`config.mk`:
```
export PLATFORM = sky130hd
export DESIGN_NAME = vec_fcmp_unit
export DESIGN_NICKNAME = d
export VERILOG_FILES = /design/src/rtl/fcmp_pkg.sv /design/src/rtl/fcmp_pred_dec.sv /design/src/rtl/fcmp_lane.sv /design/src/rtl/vec_fcmp_unit.sv
export SDC_FILE = /design/constraint.sdc
export NUM_CORES = 1
export LEC_CHECK = 0
export BUFFER_PORTS_ARGS = -buffer_cell sky130_fd_sc_hd__buf_2
export CAP_MARGIN = 15
export CORE_MARGIN = 2
export CORE_UTILIZATION = 40
export CTS_BUF_LIST = sky130_fd_sc_hd__clkbuf_2 sky130_fd_sc_hd__clkbuf_4 sky130_fd_sc_hd__clkbuf_8
export DETAILED_ROUTE_END_ITERATION = 6
export MAX_ROUTING_LAYER = met4
export PLACE_DENSITY_LB_ADDON = 0.25
export SLEW_MARGIN = 20
export SYNTH_ARGS = -nofsm -noshare
export SYNTH_HDL_FRONTEND = slang
export SYNTH_SLANG_ARGS = --single-unit
```
`constraint.sdc`:
```
create_clock -name clk_i -period 2.6 [get_ports clk_i]
set_input_delay 0.13 -clock clk_i [delete_from_list [all_inputs] [get_ports clk_i]]
set_output_delay 0.13 -clock clk_i [all_outputs]
set_load 0.005 [all_outputs]
```
`src/rtl/fcmp_pkg.sv`:
```
package fcmp_pkg;
  localparam int NUM_PRED = 12;
  localparam int PRED_W   = 4;

  typedef enum logic [PRED_W-1:0] {
    PR_EQ   = 4'd0,
    PR_LT   = 4'd1,
    PR_LE   = 4'd2,
    PR_GT   = 4'd3,
    PR_GE   = 4'd4,
    PR_UNO  = 4'd5,
    PR_NEQ  = 4'd6,
    PR_NLT  = 4'd7,
    PR_NLE  = 4'd8,
    PR_NGT  = 4'd9,
    PR_NGE  = 4'd10,
    PR_ORD  = 4'd11
  } pred_e;

  typedef logic [NUM_PRED-1:0] rel_vec_t;
endpackage

```
`src/rtl/fcmp_pred_dec.sv`:
```
module fcmp_pred_dec
  import fcmp_pkg::*;
(
  input  logic [PRED_W-1:0] pred_i,
  output rel_vec_t          sel_o,
  output logic              illegal_o
);
  always_comb begin
    illegal_o = (int'(pred_i) >= NUM_PRED);
    sel_o     = '0;
    if (!illegal_o) sel_o[pred_i] = 1'b1;
  end
endmodule

```
`src/rtl/fcmp_lane.sv`:
```
module fcmp_lane
  import fcmp_pkg::*;
#(
  parameter int EXP_W = 8,
  parameter int MAN_W = 23,
  localparam int W    = 1 + EXP_W + MAN_W
) (
  input  logic [W-1:0] a_i,
  input  logic [W-1:0] b_i,
  output rel_vec_t     rel_o
);
  localparam int MAG_W = EXP_W + MAN_W;

  logic             sa, sb, nan_a, nan_b, unord, both_zero;
  logic [MAG_W-1:0] mag_a, mag_b;
  logic             eq_raw, lt_raw, eq, lt, gt;

  assign sa    = a_i[W-1];
  assign sb    = b_i[W-1];
  assign mag_a = a_i[MAG_W-1:0];
  assign mag_b = b_i[MAG_W-1:0];
  assign nan_a = (&a_i[MAG_W-1:MAN_W]) && (|a_i[MAN_W-1:0]);
  assign nan_b = (&b_i[MAG_W-1:MAN_W]) && (|b_i[MAN_W-1:0]);
  assign unord = nan_a | nan_b;
  assign both_zero = ~|mag_a & ~|mag_b;

  assign eq_raw = (a_i == b_i) | both_zero;

  // sign-magnitude ordering on raw bits
  always_comb begin
    if (both_zero)     lt_raw = 1'b0;
    else if (sa != sb) lt_raw = sa;
    else if (!sa)      lt_raw = (mag_a < mag_b);
    else               lt_raw = (mag_a > mag_b);
  end

  assign eq = ~unord & eq_raw;
  assign lt = ~unord & lt_raw;
  assign gt = ~unord & ~eq_raw & ~lt_raw;

  always_comb begin
    rel_o         = '0;
    rel_o[PR_EQ]  = eq;
    rel_o[PR_LT]  = lt;
    rel_o[PR_LE]  = eq | lt;
    rel_o[PR_GT]  = gt;
    rel_o[PR_GE]  = eq | gt;
    rel_o[PR_UNO] = unord;
    rel_o[PR_NEQ] = ~eq;
    rel_o[PR_NLT] = ~lt;
    rel_o[PR_NLE] = ~(eq | lt);
    rel_o[PR_NGT] = ~gt;
    rel_o[PR_NGE] = ~(eq | gt);
    rel_o[PR_ORD] = ~unord;
  end
endmodule

```
`src/rtl/vec_fcmp_unit.sv`:
```
module vec_fcmp_unit
  import fcmp_pkg::*;
#(
  parameter int LANES = 4,
  parameter int EXP_W = 8,
  parameter int MAN_W = 23,
  localparam int LANE_W = 1 + EXP_W + MAN_W,
  localparam int VEC_W  = LANES * LANE_W
) (
  input  logic              clk_i,
  input  logic              rst_ni,
  input  logic [VEC_W-1:0]  src_a_i,
  input  logic [VEC_W-1:0]  src_b_i,
  input  logic [PRED_W-1:0] pred_i,
  input  logic              scalar_i,
  output logic [VEC_W-1:0]  res_o,
  output logic              illegal_pred_o
);
  rel_vec_t         sel;
  logic             illegal;
  logic [LANES-1:0] hit;
  logic [VEC_W-1:0] res_d;

  fcmp_pred_dec u_dec (
    .pred_i    (pred_i),
    .sel_o     (sel),
    .illegal_o (illegal)
  );

  for (genvar i = 0; i < LANES; i++) begin : g_lane
    rel_vec_t rel;

    fcmp_lane #(.EXP_W(EXP_W), .MAN_W(MAN_W)) u_lane (
      .a_i   (src_a_i[i*LANE_W +: LANE_W]),
      .b_i   (src_b_i[i*LANE_W +: LANE_W]),
      .rel_o (rel)
    );

    assign hit[i] = |(rel & sel);

    if (i == 0) begin : g_low
      assign res_d[i*LANE_W +: LANE_W] = {LANE_W{hit[i]}};
    end else begin : g_up
      // scalar mode forwards upper lanes; illegal code wins
      assign res_d[i*LANE_W +: LANE_W] =
        illegal  ? '0 :
        scalar_i ? src_a_i[i*LANE_W +: LANE_W] : {LANE_W{hit[i]}};
    end
  end

  always_ff @(posedge clk_i or negedge rst_ni) begin
    if (!rst_ni) begin
      res_o          <= '0;
      illegal_pred_o <= 1'b0;
    end else begin
      res_o          <= res_d;
      illegal_pred_o <= illegal;
    end
  end
endmodule

```
==> flow_summary_export.csv <==
group,metric,value,unit
clock_tree,clk_pin_slew,100,ps
sta,slew_headroom,0.508,
layout,area_growth,46.8,%
floorplanning,die_y,156,um
layout,fin_nets,2061,
sta,rsz0062_at_grt,"true",
power,p_leak,6.94,nW
logic_synthesis,synth-seq-area-share,0.265,
global_route,grt_max_degree,55,
layout,layout_commonest_cell,"buf_2",
sta,fin_crit,2590,ps
critical_path,critPathSlowestCell,"or4_4",
critical_path,cpMostUsedCell,"nand4_1",
logic_synthesis,synth_area_leaders,"dfrtp_1 27%, ha_1 17%, inv_1 5.6%, o21ai_0 5.3%, nor4_1 4.2%",
critical_path,crit_type,"primary input to flop",
route,postRouteAntennaNets,0,
power,power,0.00493,W
placement,io_buffers,391,
clock_tree,clockBufferDepth,2,
layout,drive_above_1_share,0.443,
logic_synthesis,syn_area,9250,sq um
route,wl_per_cell,17.2,um
logic_synthesis,synth_cells,1141,
clock_tree,h-tree-depth,3,
floorplanning,core-area,22600,sq um
logic_synthesis,yosys_most_used_dff,"dfrtp_1",
flow_run,drv_cap,0,
power,peakVddDrop,0.266,mV
logic_synthesis,synth-async-reset-ratio,1.00,
sta,setup_viol,0,
critical_path,critPathCaptureType,"flop",
layout,n_fill_cell,2043,
sta,worstMarginPinSlew,739,ps
logic_synthesis,syn_nets,1528,
power,pwr_density_cell,363,nW/um^2
floorplanning,initial_core_util,0.409,
layout,layout_common_cells,"381 x buf_2, 198 x buf_4, 124 x inv_1, 108 x ha_1, 98 x dfrtp_1",
global_route,grt_pass1_wl,50700,um
layout,fin_util,0.600,
logic_synthesis,synth_top_area_frac,0.265,
critical_path,critPathLaunchType,"primary input",
logic_synthesis,ys_warn_count,0,
sta,drv_slew,0,
outcome,status,"complete, no violations",
placement,routabilityCongestion,0.915,
logic_synthesis,synth_area_per_cell,8.11,sq um
floorplanning,die_w,156,um
route,drc,0,
critical_path,crit_required,2890,ps
clock_tree,cts_root_buf,"clkbuf_8",
sta,max_freq,386,MHz
placement,dp_hpwl,26300,um
route,routed_via_density,5.53,
critical_path,path_max_fanout,5,
route,drtPass1Iterations,7,
sta,hold_violations,0,
global_route,globalRouteOverflowTotal,0,
hold_path,hp-class,"primary input to flop",
global_route,antenna_found_initial,5,
layout,fin_cells,1969,
floorplanning,die_area,24400,sq um
floorplanning,io_pins,392,
critical_path,cp_slowest_stage_delay,620,ps
logic_synthesis,synth_edf_count,0,
route,first_iter_violations,568,
global_route,grt_pass1_vias,10368,
floorplanning,rows,55,
global_route,grt_util_all_layers,0.267,
clock_tree,cts_buffers,9,
route,via_count,10896,
logic_synthesis,yosys.cell_types.count,68,
logic_synthesis,synth_seq_cells,98,
clock_tree,clock-sinks,98,
layout,final_cell_area,13600,sq um
clock_tree,cts_tree,"done",
route,drt-total-wl,33800,um
critical_path,critPathArrivalTime,2880,ps
logic_synthesis,synth_top_area_cell,"dfrtp_1",
critical_path,crit_chain,"buf_8 -> inv_4 -> ha_4 -> nand4_1 -> or4_4 -> and4bb_4 -> a22oi_2 -> o21a_1 -> o21ai_1 -> nand4_1 -> nor4_4 -> buf_4 -> buf_6 -> a21oi_2",
placement,place_inst,1936,
placement,placed_cell_area,12800,sq um
sta,fin_crit_sh,0.997,
-- final timing paths --
| kind | slack (ps) | cells past startpoint | to | startpoint |
|---|---|---|---|---|
| max in group asynchronous | 1600 | 3 | res_o[42] | rst_ni |
| max | 7 | 14 | res_o[42] | src_b_i[60] |
| min in group asynchronous | 280 | 2 | res_o[90] | rst_ni |
| min | 30 | 2 | res_o[32] | scalar_i |
-- worst max-delay path: cells and delay by family --
family          cells  cell delay, ps
simple gates        5            1620
buf+inv             4             440
compound gates      4             430
fa+ha+maj           1             260
-- per-layer routing --
metal / vias up / track usage / routed length, um / part of all wire
li1: 5260 / - / - / -
met1: 5098 / 0.319 / 14000 / 0.41
met2: 466 / 0.457 / 16600 / 0.49
met3: 72 / 0.0475 / 2260 / 0.067
met4: 0 / 0.0865 / 969 / 0.029
met5: - / - / 0 / 0
-- registers in the layout, summed over array words and instances, names as in the netlist --
signal          count
illegal_pred_o      1
res_o              97
-- cell families (layout without fill, tap and decap cells) --
kind of cell    count (synthesis)  count (layout)  synth area share
other cells                     0               6                 0
flops                          98              98             0.265
buf+inv                       218             755             0.110
fa+ha+maj                     124             124             0.168
compound gates                331             331             0.230
xor+xnor                        3               3           0.00284
mux                            11              11            0.0123
simple gates                  356             356             0.212
-- cell usage after synthesis (3+ instances only) --
master     count
xnor2_1        3
a21o_1        14
nor3_1        22
a211oi_1      11
buf_2          8
nand3_1       22
mux2i_1        8
o21ai_0       98
nor4_1        62
and3_1         4
a31oi_1       35
o2111ai_1      3
mux2_2         3
a21oi_2        8
and2_1         3
o31ai_1        4
clkbuf_1      31
or3_1          3
o32ai_1       33
nor2b_1       10
nand2_1       45
a221oi_1       5
a21oi_1       77
nand2b_1       7
buf_4         31
nand4_1       48
nand3b_1       3
o22ai_1        4
o21ai_1        3
nor2_1        72
o21a_1        12
buf_6          9
ha_1         124
and4_1         8
or2_2         35
inv_1        137
dfrtp_1       98
-- stage by stage --
step	setup TNS (ps)	setup slack [ps]	hold slack (ps)
3_3_place_gp	-26920	-318	185
6_report	0	7.10	31.3
5_1_grt	-2110	-82.2	23.4
4_1_cts	0	37.2	14.8
3_5_place_dp	-33410	-412	197
2_1_floorplan	-11.9	-5.96	-166
-- final cells by class --
type,instances,area (sq um),area share
Clock buffer,9,124,0.00912
Antenna cell,6,15.0,0.00111
Inverter,137,527,0.0388
Multi-Input combinational cell,825,6240,0.460
Sequential cell,98,2450,0.181
Tap cell,285,357,0.0263
Clock inverter,6,90.1,0.00664
Timing Repair Buffer,603,3770,0.278
-- power breakdown --
| group | internal, W | switching [W] |
|---|---|---|
| clock | 0.000541 | 0.000613 |
| sequential | 0.00170 | 0.0000652 |
| combinational | 0.000980 | 0.00103 |
| total | 0.00322 | 0.00171 |
-- what timing repair did --
| action | 4_1_cts | 5_1_grt |
|---|---|---|
| setup endpoints to repair | 2 | 95 |
| gates resized for setup | 1 | 71 |
| setup buffers | 0 | 6 |
| hold buffers | 1 | 0 |
| pin swaps | 0 | 15 |
| gates cloned | 0 | 5 |
| endpoints found under the hold margin | 44 | 0 |
Note: power is estimated with default switching activity, not from simulation.
